`config.mk`:
```
export PLATFORM = sky130hd
export DESIGN_NAME = stkdir_ctrl
export DESIGN_NICKNAME = d
export VERILOG_FILES = /design/src/rtl/stkdir_pkg.sv /design/src/rtl/stkdir_responder.sv /design/src/rtl/stkdir_fsm.sv /design/src/rtl/stkdir_ctrl.sv
export SDC_FILE = /design/constraint.sdc
export NUM_CORES = 1
export LEC_CHECK = 0
export BUFFER_PORTS_ARGS = -buffer_cell sky130_fd_sc_hd__buf_2
export CAP_MARGIN = 20
export CORE_MARGIN = 2
export CORE_UTILIZATION = 45
export CTS_CLUSTER_SIZE = 14
export DETAILED_ROUTE_END_ITERATION = 12
export PLACE_DENSITY = 0.76
export REMOVE_ABC_BUFFERS = 1
export SETUP_SLACK_MARGIN = 0.15
export SLEW_MARGIN = 30
export SYNTH_ARGS = -nofsm -noshare
export SYNTH_HDL_FRONTEND = slang
export SYNTH_SLANG_ARGS = --single-unit
```
`constraint.sdc`:
```
create_clock -name clk -period 2.69 [get_ports clk]
set_input_delay 0.269 -clock clk [delete_from_list [all_inputs] [get_ports clk]]
set_output_delay 0.269 -clock clk [all_outputs]
set_load 0.02 [all_outputs]
```
`src/rtl/stkdir_pkg.sv`:
```
package stkdir_pkg;
  typedef enum logic [1:0] {
    DS_I  = 2'd0,
    DS_S  = 2'd1,
    DS_M  = 2'd2,
    DS_SM = 2'd3
  } dstate_e;

  localparam logic [1:0] RQ_GETS = 2'd0;
  localparam logic [1:0] RQ_GETX = 2'd1;
  localparam logic [1:0] RQ_PUTX = 2'd2;

  localparam logic [1:0] RS_ACK   = 2'd0;
  localparam logic [1:0] RS_DATA  = 2'd1;
  localparam logic [1:0] RS_RETRY = 2'd2;
  localparam logic [1:0] RS_ABORT = 2'd3;
endpackage

```
`src/rtl/stkdir_responder.sv`:
```
module stkdir_responder #(
  parameter int TS_W = 8
) (
  input  logic            clk,
  input  logic            rst_n,
  input  logic            acc,
  input  logic            acc_me,
  input  logic            fwd_hit,
  input  logic            fwd_excl,
  input  logic            fwd_sticky,
  input  logic [TS_W-1:0] req_ts,
  input  logic            trk_rd,
  input  logic            trk_wr,
  input  logic            tx_end,
  input  logic            set_ovf,
  output logic            nack,
  output logic            ovf,
  output logic            stall_older
);
  logic            ovf_q, stall_q;
  logic [TS_W-1:0] own_ts_q;
  logic            conflict;

  assign conflict = fwd_excl ? (trk_rd | trk_wr) : trk_wr;
  // in-cache refusals need only tracking; sticky ones also need the overflow bit
  assign nack = acc & fwd_hit & conflict & (~fwd_sticky | ovf_q);

  always_ff @(posedge clk) begin
    if (!rst_n) begin
      ovf_q    <= 1'b0;
      stall_q  <= 1'b0;
      own_ts_q <= '0;
    end else begin
      if (tx_end) begin
        ovf_q   <= 1'b0;
        stall_q <= 1'b0;
      end else begin
        if (set_ovf) ovf_q <= 1'b1;
        if (nack && (req_ts < own_ts_q)) stall_q <= 1'b1;
      end
      if (acc_me) own_ts_q <= req_ts;
    end
  end

  assign ovf         = ovf_q;
  assign stall_older = stall_q;

  AST_END_CLEARS: assert property (@(posedge clk) disable iff (!rst_n)
    $past(tx_end) |-> (!ovf_q && !stall_q));
endmodule

```
`src/rtl/stkdir_fsm.sv`:
```
module stkdir_fsm import stkdir_pkg::*; #(
  parameter int NPROC = 4,
  parameter int PW    = 2
) (
  input  logic             clk,
  input  logic             rst_n,
  input  logic             acc,
  input  logic [1:0]       req_kind,
  input  logic [PW-1:0]    req_src,
  input  logic [NPROC-1:0] trk_wr,
  input  logic             nack_any,
  input  logic             stall_src,
  input  logic             resp_ready,
  output logic [NPROC-1:0] fwd_mask,
  output logic             fwd_sticky,
  output logic [NPROC-1:0] set_ovf,
  output logic             resp_valid,
  output logic [1:0]       resp_kind,
  output logic [PW-1:0]    resp_dst,
  output dstate_e          state,
  output logic [PW-1:0]    owner,
  output logic [NPROC-1:0] sharers
);
  localparam logic [NPROC-1:0] ONE = NPROC'(1);

  dstate_e          state_q, st_d;
  logic [PW-1:0]    owner_q, own_d, rdst_q, rdst_d;
  logic [NPROC-1:0] sharers_q, sh_d, src_oh, own_oh;
  logic             rv_q, rv_d;
  logic [1:0]       rk_q, rk_d;
  logic             is_get, from_owner;

  assign src_oh     = ONE << req_src;
  assign own_oh     = ONE << owner_q;
  assign is_get     = (req_kind == RQ_GETS) || (req_kind == RQ_GETX);
  assign from_owner = (req_src == owner_q);

  always_comb begin
    fwd_mask   = '0;
    fwd_sticky = 1'b0;
    if (is_get && !from_owner && (state_q == DS_M || state_q == DS_SM)) begin
      fwd_mask   = own_oh;
      fwd_sticky = (state_q == DS_SM);
    end else if (req_kind == RQ_GETX && state_q == DS_S) begin
      fwd_mask = sharers_q & ~src_oh;
    end
  end

  assign set_ovf = (acc && state_q == DS_M && req_kind == RQ_PUTX && from_owner &&
                    trk_wr[req_src]) ? src_oh : '0;

  always_comb begin
    st_d   = state_q;
    own_d  = owner_q;
    sh_d   = sharers_q;
    rv_d   = rv_q & ~resp_ready;
    rk_d   = rk_q;
    rdst_d = rdst_q;
    if (acc) begin
      rv_d   = 1'b1;
      rdst_d = req_src;
      rk_d   = RS_ACK;
      if (is_get) begin
        if (nack_any) begin
          rk_d = stall_src ? RS_ABORT : RS_RETRY;
        end else begin
          rk_d = RS_DATA;
          if (req_kind == RQ_GETX) begin
            if (!(state_q == DS_M && from_owner)) begin
              st_d  = DS_M;
              own_d = req_src;
              sh_d  = '0;
            end
          end else begin
            unique case (state_q)
              DS_I, DS_SM: begin st_d = DS_S; sh_d = src_oh; end
              DS_S:        sh_d = sharers_q | src_oh;
              DS_M: if (!from_owner) begin st_d = DS_S; sh_d = own_oh | src_oh; end
            endcase
          end
        end
      end else if (req_kind == RQ_PUTX && state_q == DS_M && from_owner) begin
        st_d = trk_wr[req_src] ? DS_SM : DS_I;
      end
    end
  end

  always_ff @(posedge clk) begin
    if (!rst_n) begin
      state_q   <= DS_I;
      owner_q   <= '0;
      sharers_q <= '0;
      rv_q      <= 1'b0;
      rk_q      <= RS_ACK;
      rdst_q    <= '0;
    end else begin
      state_q   <= st_d;
      owner_q   <= own_d;
      sharers_q <= sh_d;
      rv_q      <= rv_d;
      rk_q      <= rk_d;
      rdst_q    <= rdst_d;
    end
  end

  assign resp_valid = rv_q;
  assign resp_kind  = rk_q;
  assign resp_dst   = rdst_q;
  assign state      = state_q;
  assign owner      = owner_q;
  assign sharers    = sharers_q;

  AST_RESP_HOLD: assert property (@(posedge clk) disable iff (!rst_n)
    (rv_q && !resp_ready) |=> (rv_q && $stable(rk_q) && $stable(rdst_q)));
  AST_SHARERS_ONLY_SHARED: assert property (@(posedge clk) disable iff (!rst_n)
    (state_q != DS_S) |-> (sharers_q == '0));
  AST_NACK_FREEZE: assert property (@(posedge clk) disable iff (!rst_n)
    ($rose(rv_q) && rk_q[1]) |->
      (state_q == $past(state_q) && owner_q == $past(owner_q) &&
       sharers_q == $past(sharers_q)));
  AST_ACK_NOT_GET: assert property (@(posedge clk) disable iff (!rst_n)
    ($rose(rv_q) && rk_q == RS_ACK) |->
      ($past(req_kind) != RQ_GETS && $past(req_kind) != RQ_GETX));
endmodule

```
`src/rtl/stkdir_ctrl.sv`:
```
module stkdir_ctrl import stkdir_pkg::*; #(
  parameter int NPROC = 4,
  parameter int TS_W  = 8,
  localparam int PW   = (NPROC > 1) ? $clog2(NPROC) : 1
) (
  input  logic             clk,
  input  logic             rst_n,
  input  logic             req_valid,
  output logic             req_ready,
  input  logic [1:0]       req_kind,
  input  logic [PW-1:0]    req_src,
  input  logic [TS_W-1:0]  req_ts,
  input  logic [NPROC-1:0] trk_rd,
  input  logic [NPROC-1:0] trk_wr,
  input  logic [NPROC-1:0] tx_end,
  output logic             resp_valid,
  input  logic             resp_ready,
  output logic [1:0]       resp_kind,
  output logic [PW-1:0]    resp_dst,
  output logic [1:0]       dir_state,
  output logic [PW-1:0]    dir_owner,
  output logic [NPROC-1:0] dir_sharers,
  output logic [NPROC-1:0] ovf_bits
);
  logic             acc, fwd_sticky;
  logic [NPROC-1:0] fwd_mask, set_ovf, nack_vec, stall_vec;
  dstate_e          st;

  assign req_ready = ~resp_valid;
  assign acc       = req_valid & req_ready;
  assign dir_state = st;

  stkdir_fsm #(.NPROC(NPROC), .PW(PW)) fsm_i (
    .clk(clk), .rst_n(rst_n), .acc(acc), .req_kind(req_kind), .req_src(req_src),
    .trk_wr(trk_wr), .nack_any(|nack_vec), .stall_src(stall_vec[req_src]),
    .resp_ready(resp_ready), .fwd_mask(fwd_mask), .fwd_sticky(fwd_sticky),
    .set_ovf(set_ovf), .resp_valid(resp_valid), .resp_kind(resp_kind),
    .resp_dst(resp_dst), .state(st), .owner(dir_owner), .sharers(dir_sharers)
  );

  for (genvar p = 0; p < NPROC; p++) begin : g_proc
    stkdir_responder #(.TS_W(TS_W)) rsp_i (
      .clk(clk), .rst_n(rst_n), .acc(acc), .acc_me(acc && (req_src == PW'(p))),
      .fwd_hit(fwd_mask[p]), .fwd_excl(req_kind == RQ_GETX), .fwd_sticky(fwd_sticky),
      .req_ts(req_ts), .trk_rd(trk_rd[p]), .trk_wr(trk_wr[p]), .tx_end(tx_end[p]),
      .set_ovf(set_ovf[p]), .nack(nack_vec[p]), .ovf(ovf_bits[p]),
      .stall_older(stall_vec[p])
    );

    AST_OVF_RISE_STICKY: assert property (@(posedge clk) disable iff (!rst_n)
      $rose(ovf_bits[p]) |-> (st == DS_SM && dir_owner == PW'(p)));
  end
endmodule

```
==> impl_metrics.env <==
export IMPL_yosys_warnings=0
export IMPL_grt_use_total=0.204
export IMPL_ys_seq_elements=53
export IMPL_clock_sinks=53
export IMPL_diodes=0
export IMPL_outcome="complete, no violations"
export IMPL_period_minus_slack_ps=2410
export IMPL_dp_cells=505
export IMPL_setup_viol=0
export IMPL_cp_end_kind="register"
export IMPL_cp_start_kind="register"
export IMPL_core_um2=6680
export IMPL_final_area_um2=3490
export IMPL_clk_pin_slew_ps=100
export IMPL_wire_per_inst_um=14.8
export IMPL_fin_total_pwr_mw=1.67
export IMPL_initial_core_util=0.458
export IMPL_place_area_um2=3360
export IMPL_critPathMaxFanout=7
export IMPL_die_y_um=86.5
export IMPL_required_ps=2930
export IMPL_portBuffers=45
export IMPL_synthCells=389
export IMPL_mostFrequentLayoutCell="nand2_1"
export IMPL_firstDrtPassIters=5
export IMPL_grt_pass1_wl_mm=12.2
export IMPL_max_cap_viol_count=0
export IMPL_pin_count=46
export IMPL_final_cell_mix="87 x nand2_1, 51 x dfxtp_1, 50 x a21oi_1"
export IMPL_area_delta_synth_final_pct=13.9
export IMPL_tns_ps=0
export IMPL_grt_pass1_vias=2602
export IMPL_fin_crit_sh=0.896
export IMPL_ant_nets=0
export IMPL_layout_drive_gt1_share=0.157
export IMPL_finalClockSkew_ps=7.22
export IMPL_ctsResizeCount=0
export IMPL_post_route_drc_count=0
export IMPL_cts_max_level=2
export IMPL_syn_avg_cell_area_um2=7.87
export IMPL_seq_area_frac_synth=0.347
export IMPL_vias=2847
export IMPL_max_freq_ghz=0.415
export IMPL_cts_tree="yes"
export IMPL_gp_congestion=1.06
export IMPL_cellLeakagePower_nw=1.35
export IMPL_vdd_drop_max_v=0.000243
export IMPL_fp_dieW_um=86.5
export IMPL_max_slew_worst_pin_slew_ps=636
export IMPL_drv_slew=0
export IMPL_cts_root_buf="clkbuf_8"
export IMPL_hold_viol=0
export IMPL_placementRows=30
export IMPL_rsz0062_at_grt="false"
export IMPL_die_area_um2=7480
export IMPL_syn_area_um2=3060
export IMPL_drtIter0Drc=237
export IMPL_routed_via_density=5.55
export IMPL_power_density_nw_per_um2=478
export IMPL_pre_cts_slack_ps=206
export IMPL_grt_overflow=0
export IMPL_hold_buffers=0
export IMPL_worst_skew_pair_late_latency_ps=310
export IMPL_critical_path_class="register to register"
export IMPL_fin_ws_ps=280
export IMPL_nNetsFinal=491
export IMPL_routed_wl_mm=7.58
export IMPL_cts_buffer_depth=2
export IMPL_slew_limit_headroom=0.574
export IMPL_cts_inserted_buffers=5
export IMPL_cts_setup_buffers=0
export IMPL_antenna_found_initial=0
export IMPL_arrival_ps=2650
export IMPL_fin_cells=513
export IMPL_hp_class="input port to register"
export IMPL_grt_max_degree=43
export IMPL_dp_hpwl_mm=5.71
export IMPL_synth_cell_types=36
==> through the flow <==
step                hold slack, ps  utilization
finish                         132        0.522
detailed placement             446        0.503
global placement               441        0.503
floorplan                      346            -
CTS                            133        0.521
global route                   127        0.522
==> critical path, cell delays in order, from the launching register on <==
cell,delay [ps]
dfxtp_1,430
ha_1,210
nor2_1,90
a211oi_4,290
or2_2,180
a211oi_1,120
nor4_4,530
and4_4,320
mux2i_1,180
==> cell type report <==
cell class,instances,area [um^2]
Timing Repair Buffer,51,270
Clock inverter,2,37.5
Sequential cell,53,1060
Clock buffer,6,82.6
Fill cell,642,3200
Inverter,37,139
Tap cell,80,100
Multi-Input combinational cell,284,1790
==> routing by layer <==
metal	GRT usage	up-vias	part of all wire
li1	-	1405	-
met1	0.270	1318	0.43
met2	0.342	108	0.48
met3	0.0276	16	0.069
met4	0.0682	0	0.020
met5	0	-	0
==> cells in the mapped netlist (all sizes together) <==
| cell | count | share of area |
|---|---|---|
| a21o | 11 | 0.027 |
| nor2 | 17 | 0.021 |
| clkbuf | 11 | 0.013 |
| ha | 31 | 0.13 |
| inv | 36 | 0.044 |
| a211oi | 8 | 0.024 |
| nand4b | 1 | 0.0029 |
| or2 | 1 | 0.0020 |
| nand2 | 87 | 0.11 |
| nor3b | 3 | 0.0074 |
| and2 | 1 | 0.0020 |
| nor4 | 2 | 0.0090 |
| mux4 | 2 | 0.015 |
| nor2b | 8 | 0.016 |
| o21ai | 10 | 0.016 |
| o41ai | 1 | 0.0029 |
| a22o | 1 | 0.0029 |
| a22oi | 1 | 0.0025 |
| a2111oi | 1 | 0.0029 |
| o21a | 1 | 0.0025 |
| nand4 | 3 | 0.0061 |
| buf | 4 | 0.0098 |
| and4 | 1 | 0.0029 |
| o2111ai | 5 | 0.014 |
| nor3 | 2 | 0.0033 |
| nand2b | 9 | 0.018 |
| a21oi | 50 | 0.082 |
| dfxtp | 53 | 0.35 |
| xnor2 | 2 | 0.0057 |
| a31oi | 3 | 0.0061 |
| clkinv | 1 | 0.0012 |
| mux2i | 12 | 0.039 |
| nand3 | 10 | 0.018 |
==> report_power, final <==
part | internal (mW) | switching, mW
sequential | 0.807 | 0.0157
clock | 0.303 | 0.269
combinational | 0.104 | 0.168
==> path summary, 6_finish.rpt <==
kind	slack [ps]	start	endpoint	cells after the start
setup / recovery	280	fsm_i.state[1]	fsm_i.owner[0]	8
hold / removal	130	resp_ready	fsm_i.resp_valid	2
setup reg to reg	280	fsm_i.state[1]	fsm_i.owner[0]	8
hold reg to reg	460	fsm_i.resp_dst[1]	fsm_i.resp_dst[1]	2
==> kinds of logic after synthesis <==
family,synth area share
compound gates,0.183
fa+ha+maj,0.127
simple gates,0.216
buf+inv,0.0687
flops,0.347
xor+xnor,0.00572
mux,0.0539
==> registers in the layout (all words and copies together) (netlist names) <==
signal,cells
fsm_i.owner,2
fsm_i.resp_dst,2
fsm_i.resp_kind,2
fsm_i.resp_valid,1
fsm_i.sharers,4
fsm_i.state,2
g_proc.rsp_i.ovf,4
g_proc.rsp_i.own_ts_q,32
g_proc.rsp_i.stall_older,4
Note: power is estimated with default switching activity, not from simulation.
